==> src/rtl/msi_pkg.sv <==
package msi_pkg;
  typedef enum logic [1:0] {LINE_I = 2'd0, LINE_S = 2'd1, LINE_E = 2'd2} line_state_e;
  typedef enum logic [1:0] {BOP_RD = 2'd0, BOP_WR = 2'd1, BOP_WB = 2'd2} bus_op_e;
  typedef enum logic [1:0] {PH_IDLE, PH_WB, PH_MISS, PH_WAIT} phase_e;
endpackage

==> src/rtl/msi_lookup.sv <==
module msi_lookup
  import msi_pkg::*;
#(
  parameter int AW = 16
) (
  input  line_state_e   state_i,
  input  logic [AW-1:0] tag_i,
  input  logic [AW-1:0] cpu_addr_i,
  input  logic          cpu_write_i,
  input  logic          snoop_valid_i,
  input  logic [AW-1:0] snoop_addr_i,
  output logic          cpu_hit_o,
  output logic          replace_o,
  output logic          snoop_match_o
);
  logic cpu_tag_eq;

  assign cpu_tag_eq    = (tag_i == cpu_addr_i);
  assign cpu_hit_o     = cpu_tag_eq && (cpu_write_i ? (state_i == LINE_E) : (state_i != LINE_I));
  // dirty victim must leave before the new block is requested
  assign replace_o     = !cpu_tag_eq && (state_i == LINE_E);
  assign snoop_match_o = snoop_valid_i && (state_i != LINE_I) && (snoop_addr_i == tag_i);
endmodule

==> src/rtl/msi_bus_seq.sv <==
module msi_bus_seq
  import msi_pkg::*;
#(
  parameter int AW = 16
) (
  input  logic          clk_i,
  input  logic          rst_ni,
  input  logic          start_i,
  input  logic          need_wb_i,
  input  logic          need_miss_i,
  input  logic [AW-1:0] wb_addr_i,
  input  bus_op_e       miss_op_i,
  input  logic [AW-1:0] miss_addr_i,
  input  logic          bus_ready_i,
  input  logic          bus_done_i,
  output logic          bus_valid_o,
  output bus_op_e       bus_op_o,
  output logic [AW-1:0] bus_addr_o,
  output logic          busy_o
);
  phase_e        phase_q;
  logic          follow_q;
  logic [AW-1:0] wb_addr_q;
  bus_op_e       op_q;

  always_ff @(posedge clk_i or negedge rst_ni) begin
    if (!rst_ni) begin
      phase_q   <= PH_IDLE;
      follow_q  <= 1'b0;
      wb_addr_q <= '0;
      op_q      <= BOP_RD;
    end else begin
      case (phase_q)
        PH_IDLE: if (start_i) begin
          phase_q   <= need_wb_i ? PH_WB : PH_MISS;
          follow_q  <= need_miss_i;
          wb_addr_q <= wb_addr_i;
          op_q      <= miss_op_i;
        end
        PH_WB:   if (bus_ready_i) phase_q <= follow_q ? PH_MISS : PH_WAIT;
        PH_MISS: if (bus_ready_i) phase_q <= PH_WAIT;
        PH_WAIT: if (bus_done_i) phase_q <= PH_IDLE;
        default: phase_q <= PH_IDLE;
      endcase
    end
  end

  assign bus_valid_o = (phase_q == PH_WB) || (phase_q == PH_MISS);
  assign bus_op_o    = (phase_q == PH_WB) ? BOP_WB : op_q;
  assign bus_addr_o  = (phase_q == PH_WB) ? wb_addr_q : miss_addr_i;
  assign busy_o      = (phase_q != PH_IDLE);


  bus_hold_chk: assert property (@(posedge clk_i) disable iff (!rst_ni)
    bus_valid_o && !bus_ready_i |=> bus_valid_o && $stable(bus_op_o) && $stable(bus_addr_o));


  wb_then_miss_chk: assert property (@(posedge clk_i) disable iff (!rst_ni)
    bus_valid_o && bus_ready_i && bus_op_o == BOP_WB && follow_q |=> bus_valid_o && bus_op_o != BOP_WB);
endmodule

==> src/rtl/msi_line_ctrl.sv <==
module msi_line_ctrl
  import msi_pkg::*;
#(
  parameter int AW = 16
) (
  input  logic          clk_i,
  input  logic          rst_ni,
  input  logic          cpu_valid_i,
  input  logic          cpu_write_i,
  input  logic [AW-1:0] cpu_addr_i,
  output logic          cpu_ready_o,
  output logic          cpu_hit_o,
  output logic          cpu_miss_o,
  input  logic          snoop_valid_i,
  input  logic          snoop_op_i,
  input  logic [AW-1:0] snoop_addr_i,
  output logic          bus_req_valid_o,
  output logic [1:0]    bus_req_op_o,
  output logic [AW-1:0] bus_req_addr_o,
  input  logic          bus_req_ready_i,
  input  logic          bus_done_i,
  output logic          busy_o,
  output logic [1:0]    line_state_o
);
  line_state_e   state_q;
  logic [AW-1:0] tag_q;
  logic          lk_hit, lk_replace, snoop_match;
  logic          accept, miss_take, snoop_wb, seq_busy;
  bus_op_e       seq_op;

  msi_lookup #(.AW(AW)) u_lookup (
    .state_i      (state_q),
    .tag_i        (tag_q),
    .cpu_addr_i   (cpu_addr_i),
    .cpu_write_i  (cpu_write_i),
    .snoop_valid_i(snoop_valid_i),
    .snoop_addr_i (snoop_addr_i),
    .cpu_hit_o    (lk_hit),
    .replace_o    (lk_replace),
    .snoop_match_o(snoop_match)
  );

  // snoop wins a same-cycle collision; cpu retries next cycle
  assign accept    = cpu_valid_i && !seq_busy && !snoop_match;
  assign miss_take = accept && !lk_hit;
  assign snoop_wb  = snoop_match && !seq_busy && (state_q == LINE_E);

  msi_bus_seq #(.AW(AW)) u_seq (
    .clk_i      (clk_i),
    .rst_ni     (rst_ni),
    .start_i    (miss_take || snoop_wb),
    .need_wb_i  ((miss_take && lk_replace) || snoop_wb),
    .need_miss_i(miss_take),
    .wb_addr_i  (tag_q),
    .miss_op_i  (cpu_write_i ? BOP_WR : BOP_RD),
    .miss_addr_i(tag_q),
    .bus_ready_i(bus_req_ready_i),
    .bus_done_i (bus_done_i),
    .bus_valid_o(bus_req_valid_o),
    .bus_op_o   (seq_op),
    .bus_addr_o (bus_req_addr_o),
    .busy_o     (seq_busy)
  );

  always_ff @(posedge clk_i or negedge rst_ni) begin
    if (!rst_ni) begin
      state_q <= LINE_I;
      tag_q   <= '0;
    end else if (snoop_match) begin
      if (snoop_op_i)                state_q <= LINE_I;
      else if (state_q == LINE_E)    state_q <= LINE_S;
    end else if (miss_take) begin
      state_q <= cpu_write_i ? LINE_E : LINE_S;
      tag_q   <= cpu_addr_i;
    end
  end

  assign cpu_ready_o  = accept;
  assign cpu_hit_o    = accept && lk_hit;
  assign cpu_miss_o   = miss_take;
  assign bus_req_op_o = seq_op;
  assign busy_o       = seq_busy;
  assign line_state_o = state_q;


  no_accept_busy_chk: assert property (@(posedge clk_i) disable iff (!rst_ni)
    busy_o |-> !cpu_ready_o);


  miss_busy_chk: assert property (@(posedge clk_i) disable iff (!rst_ni)
    cpu_miss_o |=> busy_o);


  hit_quiet_chk: assert property (@(posedge clk_i) disable iff (!rst_ni)
    cpu_hit_o |=> $stable(line_state_o) && !bus_req_valid_o);


  snoop_inval_chk: assert property (@(posedge clk_i) disable iff (!rst_ni)
    snoop_match && snoop_op_i |=> line_state_o == LINE_I);
endmodule

==> config.mk <==
export PLATFORM = sky130hd
export DESIGN_NAME = msi_line_ctrl
export DESIGN_NICKNAME = d
export VERILOG_FILES = /design/src/rtl/msi_pkg.sv /design/src/rtl/msi_lookup.sv /design/src/rtl/msi_bus_seq.sv /design/src/rtl/msi_line_ctrl.sv
export SDC_FILE = /design/constraint.sdc
export NUM_CORES = 1
export LEC_CHECK = 0
export BUFFER_PORTS_ARGS = -buffer_cell sky130_fd_sc_hd__buf_2
export CORE_AREA = 5 5 76 71
export DETAILED_ROUTE_END_ITERATION = 7
export DIE_AREA = 0 0 81 76
export PLACE_DENSITY = 0.78
export SETUP_SLACK_MARGIN = 0.05
export SLEW_MARGIN = 20
export SYNTH_ARGS = -nofsm -noshare
export SYNTH_HDL_FRONTEND = slang
export SYNTH_SLANG_ARGS = --single-unit
==> constraint.sdc <==
create_clock -name clk_i -period 3.5 [get_ports clk_i]
set_input_delay 0.875 -clock clk_i [delete_from_list [all_inputs] [get_ports clk_i]]
set_output_delay 0.875 -clock clk_i [all_outputs]
set_load 0.02 [all_outputs]
==> flow_summary.json, run 1 <==
{
  "grt_max_degree": 39,
  "hold_viol_final": 0,
  "rr_endpoint": "u_seq.wb_addr_q[0]",
  "power_frac_seq_pct": 34.2,
  "wl_um": 4960,
  "cts_buffers": 5,
  "critPathMaxFanout": 3,
  "finalCriticalPeriod_ns": 3.38,
  "drc_errors": 0,
  "slowest_delay_ns": 0.43,
  "drtIter0Drc": 113,
  "syn_nets": 228,
  "yosysSeqAreaShare_pct": 41.8,
  "synth_area_um2": 2270,
  "cts.sinks": 38,
  "numPortBuffers": 64,
  "maxSlewHeadroom_pct": 42.9,
  "outcome": "complete, no violations",
  "whs_endpoint": "u_seq.follow_q",
  "grt_usage_pct": 17.1,
  "yosysMostFrequentCell": "mux2_2",
  "initial_core_util_pct": 49.2,
  "clk_path_buf_depth": 2,
  "clk-insertion-delay-late_ns": 0.29,
  "powerDensity_nw_per_um2": 922,
  "clk_pin_slew_ns": 0.07,
  "rr_worst_depth": 8,
  "cts_tree": "built",
  "place_congestion": 0.892,
  "root_buffer": "clkbuf_8",
  "worst_pin_slew_ns": 0.856,
  "rrSetupSlack_ns": 0.83,
  "viasPerCell": 5.03,
  "synthFlopType": "dfrtp_1",
  "grt_pass1_wl_um": 8180,
  "htreeDepth": 2,
  "clkPwrFrac_pct": 12.0,
  "finalMaxSlewViolations": 0,
  "peakVddDrop_mv": 0.424,
  "yosys_warnings": 0,
  "first_pass_iters": 4,
  "path_cells": "buf_2 -> xor2_1 -> nor4_2 -> nand4_1 -> or3_1 -> and2_2 -> buf_2",
  "internal_power_mw": 1.52,
  "synth_enable_flop_cells": 0,
  "fin_worst_skew_ns": 0.0117,
  "netlist.area_leader.share_pct": 41.8,
  "dieHeight_um": 76,
  "p_comb_share_pct": 53.8,
  "ys_ff_latch": 38,
  "finalSetupViolCount": 0,
  "grt-ovfl-total": 0,
  "switching_power_mw": 1.05,
  "pin_count": 65,
  "dp_hpwl_um": 3740,
  "wl_per_cell_um": 15.5,
  "die_w_um": 81,
  "r2r-start": "tag_q[6]",
  "rsz0062_at_grt": "false",
  "cpMostUsedCell": "buf_2",
  "sw_frac_of_total_pct": 40.7,
  "path_class": "in -> out",
  "hp-class": "reg -> reg",
  "synthTopCellsByCount": "40 x mux2_2, 38 x dfrtp_1, 21 x xor2_1",
  "num-nets-final": 299,
  "crit_family": "simple AND/OR/NAND/NOR gates",
  "grt_pass1_vias": 1680,
  "hold_path_depth": 1,
  "die_area_um2": 6160,
  "required_ns": 2.62,
  "leakage_nw": 1.34,
  "antenna_found_initial": 0,
  "holdCritStartpoint": "u_seq.follow_q",
  "cp.buffers_inverters": 2,
  "synth.avg_cell_area_um2": 12.4,
  "cp.arrival_ns": 2.50,
  "slowest_stage": "or3_1",
  "synth_area_leader_cell": "dfrtp_1",
  "timing.fmax_ghz": 0.296,
  "ys_types": 35,
  "postRouteAntennaNets": 0,
  "antennaDiodeCount": 0,
  "ys_top_cells_by_area": "dfrtp_1 42%, mux2_2 20%, xor2_1 8.1%",
  "vias": 1610,
  "critPathCaptureType": "output pin",
  "core_area_um2": 4620,
  "setup_tns_ns": 0,
  "period_share_pct": 96.5,
  "placementRows": 24,
  "drv_cap": 0,
  "async_flop_share_pct": 100,
  "start_kind": "primary input",
  "layout-area-overhead-vs-synth_pct": 22.3,
  "synthCells": 183,
  "drive_gt1_share_pct": 52.2,
  "total_power_mw": 2.57
}
-- timing repair --
item,4_1_cts,5_1_grt
setup buffers,0,0
hold buffers,0,0
setup endpoints to repair,0,1
gates resized for setup,0,3
-- through the flow --
| step | std cells | area [um^2] | worst slack (ns) | utilization, % | hold slack (ns) |
|---|---|---|---|---|---|
| after global routing | 320 | 2780 | 0.0598 | 60.1 | 0.512 |
| after CTS | 320 | 2760 | 0.0556 | 59.7 | 0.488 |
| after detailed placement | 312 | 2670 | 0.0545 | 57.8 | 0.471 |
| after floorplan | 183 | 2270 | 0.368 | - | 0.449 |
| final | 320 | 2780 | 0.123 | 60.1 | 0.486 |
| after global placement | 312 | 2670 | 0.0630 | 57.8 | 0.464 |
-- final cells by class --
cell class                      instances  area (um^2)
Multi-Input combinational cell        132         1250
Inverter                                7         26.3
Tap cell                               65         81.3
Clock buffer                            7         86.3
Timing Repair Buffer                   70          378
Sequential cell                        38          951
Fill cell                             435         1840
Clock inverter                          1         5.00
-- kinds of logic (layout without fill, tap and decap cells) --
group	after synthesis	count (layout)	share of synthesized area (%)
simple gates	30	30	7.27
mux	51	51	26.9
flops	38	38	41.8
buf+inv	13	85	3.85
fa+ha+maj	5	5	2.75
xor+xnor	32	32	12.3
compound gates	14	14	5.12
-- cells in the final DEF, fill, tap and decap left out, types with 2 or more instances in the layout --
master and count:
a21oi_1 2, a31oi_1 2, and2_1 3, buf_2 64, buf_4 5, clkbuf_8 6
dfrtp_1 38, ha_1 5, inv_1 7, mux2_2 40, mux2_4 10, nand2_1 2
nand3_1 2, nand4_1 3, nor2_1 7, nor3_1 2, nor4_1 2, nor4_2 3
or3_1 2, xnor2_1 11, xor2_1 21
-- power by group through the flow --
stage / logic [mW] / clock network (mW) / registers, mW
2_1_floorplan: 1.03 / 0 / 0.847
3_3_place_gp: 1.35 / 0 / 0.870
3_5_place_dp: 1.36 / 0 / 0.885
4_1_cts: 1.37 / 0.320 / 0.878
5_1_grt: 1.48 / 0.343 / 0.916
6_report: 1.38 / 0.308 / 0.878
-- flip-flops by register name (all words and copies together) (netlist names) --
signal / flops
line_state_o: 2
tag_q: 16
u_seq.follow_q: 1
u_seq.op_q: 1
u_seq.phase_q: 2
u_seq.wb_addr_q: 16
-- worst max-delay path by stage --
stage | from | end | slack [ns] | cells past startpoint
2_1_floorplan | cpu_addr_i[14] | cpu_miss_o | 0.37 | 7
3_3_place_gp | cpu_addr_i[2] | cpu_miss_o | 0.06 | 7
3_5_place_dp | cpu_addr_i[2] | cpu_miss_o | 0.05 | 7
4_1_cts | cpu_addr_i[2] | cpu_miss_o | 0.06 | 7
5_1_grt | cpu_addr_i[6] | cpu_miss_o | 0.06 | 7
6_report | cpu_addr_i[6] | cpu_miss_o | 0.12 | 7
-- per-layer routing --
layer | vias to the layer above | GRT usage [%] | routed length [um]
met5 | - | 0 | 0
met4 | 0 | 4.90 | 53
met3 | 7 | 4.61 | 247
met2 | 42 | 26.5 | 2370
met1 | 766 | 23.4 | 2290
li1 | 795 | - | -
Power figures use the tool's default switching activity.
==> run 2, diff against run 1 <==
--- a/config.mk
+++ b/config.mk
@@ -7,9 +7,11 @@
 export LEC_CHECK = 0
 export BUFFER_PORTS_ARGS = -buffer_cell sky130_fd_sc_hd__buf_2
 export CORE_AREA = 5 5 76 71
+export CTS_BUF_LIST = sky130_fd_sc_hd__clkbuf_16
 export DETAILED_ROUTE_END_ITERATION = 7
 export DIE_AREA = 0 0 81 76
 export PLACE_DENSITY = 0.78
+export REMOVE_ABC_BUFFERS = 1
 export SETUP_SLACK_MARGIN = 0.05
 export SLEW_MARGIN = 20
 export SYNTH_ARGS = -nofsm -noshare
==> flow_summary.json, run 2 (synthesized netlist as in run 1, its figures left out) <==
{
  "grt_max_degree": 39,
  "critPathMaxFanout": 5,
  "wl_um": 5030,
  "critPathCaptureType": "output pin",
  "num-nets-final": 300,
  "cts_tree": "built",
  "final_common_cell": "buf_2",
  "postCtsHoldBufs": 0,
  "post_cts_buffers": 0,
  "cts_buffers": 5,
  "grt_usage_pct": 17.0,
  "placed_cells": 313,
  "die_w_um": 81,
  "dieHeight_um": 76,
  "cts.sinks": 38,
  "finalMaxSlewViolations": 0,
  "layout_common_cells": "64 x buf_2, 40 x mux2_2, 38 x dfrtp_1",
  "required_ns": 2.62,
  "hold_viol_final": 0,
  "grt_pass1_vias": 1645,
  "antenna_found_initial": 0,
  "drive_gt1_share_pct": 51.6,
  "numPortBuffers": 64,
  "hp-class": "reg -> reg",
  "initial_core_util_pct": 49.2,
  "powerDensity_nw_per_um2": 961,
  "wl_met2_um": 2440,
  "vias": 1632,
  "maxSlewHeadroom_pct": 42.2,
  "top_layer_used": "met4",
  "path_class": "in -> out",
  "htreeDepth": 2,
  "place_congestion": 0.821,
  "reg.largest.list": "tag_q x16, u_seq.wb_addr_q x16",
  "antennaDiodeCount": 0,
  "start_kind": "primary input",
  "placementRows": 24,
  "wl_met1_um": 2300,
  "root_buffer": "clkbuf_16",
  "pin_count": 65,
  "outcome": "complete, no violations",
  "peakVddDrop_mv": 0.447,
  "layout-area-overhead-vs-synth_pct": 25.0,
  "finalCriticalPeriod_ns": 3.32,
  "drv_cap": 0,
  "leakage_nw": 1.38,
  "wl_per_cell_um": 15.7,
  "postRouteAntennaNets": 0,
  "clk_path_buf_depth": 2,
  "cts_resized": 0,
  "rsz0062_at_grt": "false",
  "setup_tns_ns": 0,
  "core_area_um2": 4620,
  "worst_pin_slew_ns": 0.867,
  "first_pass_iters": 4,
  "fin_worst_skew_ns": 0.00434,
  "period_share_pct": 94.9,
  "drc_errors": 0,
  "wl_met3_um": 234,
  "clk_pin_slew_ns": 0.05,
  "die_area_um2": 6160,
  "stdcell_count": 321,
  "cp.arrival_ns": 2.45,
  "finalSetupViolCount": 0,
  "grt-ovfl-total": 0,
  "viasPerCell": 5.08,
  "dp_hpwl_um": 3760,
  "grt_pass1_wl_um": 8010,
  "clk-insertion-delay-late_ns": 0.28,
  "timing.fmax_ghz": 0.301,
  "drtIter0Drc": 52
}
[run 2: cell types whose count changed in the layout (fill, tap and decap cells not counted), sizes merged]
cell / change
buf: +1
bufinv: +1
clkbuf: -2
clkinv: -1
inv: +2
[run 2: cell type report]
type                       count  area (um^2)
timing repair buffer          71          373
clock inverter                 3         37.5
clock buffer                   5          125
sequential                    38          951
tap                           65         81.3
multi-input combinational    132         1250
inverter                       7         26.3
fill                         400         1780
[run 2: critical path, cell delays in order]
cell and delay, ns:
buf_2 0.11, xor2_1 0.13, nor4_1 0.32, nand4_1 0.16, or3_1 0.44, and2_2 0.24, buf_2 0.16
[run 2: worst paths after layout]
path	cells after the start	to	start	slack, ns
worst max-delay path	7	cpu_miss_o	cpu_addr_i[6]	0.18
worst min-delay path	1	u_seq.follow_q	u_seq.follow_q	0.49
worst max register to register	8	u_seq.wb_addr_q[4]	tag_q[7]	0.85
worst min register to register	1	u_seq.follow_q	u_seq.follow_q	0.49
max in group asynchronous	1	u_seq.op_q[0]	rst_ni	2.24
min in group asynchronous	1	line_state_o[1]	rst_ni	0.71
[run 2: stage by stage]
stage	hold WS (ns)	instance area, um^2	utilization, %	power, mW	worst slack, ns
2_1_floorplan	0.450	2210	-	1.85	0.389
3_3_place_gp	0.462	2670	57.7	2.21	0.0697
3_5_place_dp	0.477	2670	57.7	2.24	0.0459
4_1_cts	0.489	2830	61.2	2.75	0.0718
5_1_grt	0.504	2840	61.4	2.90	0.113
6_report	0.486	2840	61.4	2.73	0.179
[run 2: power by group]
part | switching, mW | internal (mW)
Sequential | 0.223 | 0.661
Combinational | 0.663 | 0.691
Clock | 0.161 | 0.330
[run 2: per-layer routing]
layer  GRT usage [%]  up-vias
met5               0        -
met4            5.57        0
met3            3.55        5
met2            26.4       40
met1            23.5      792
li1                -      795
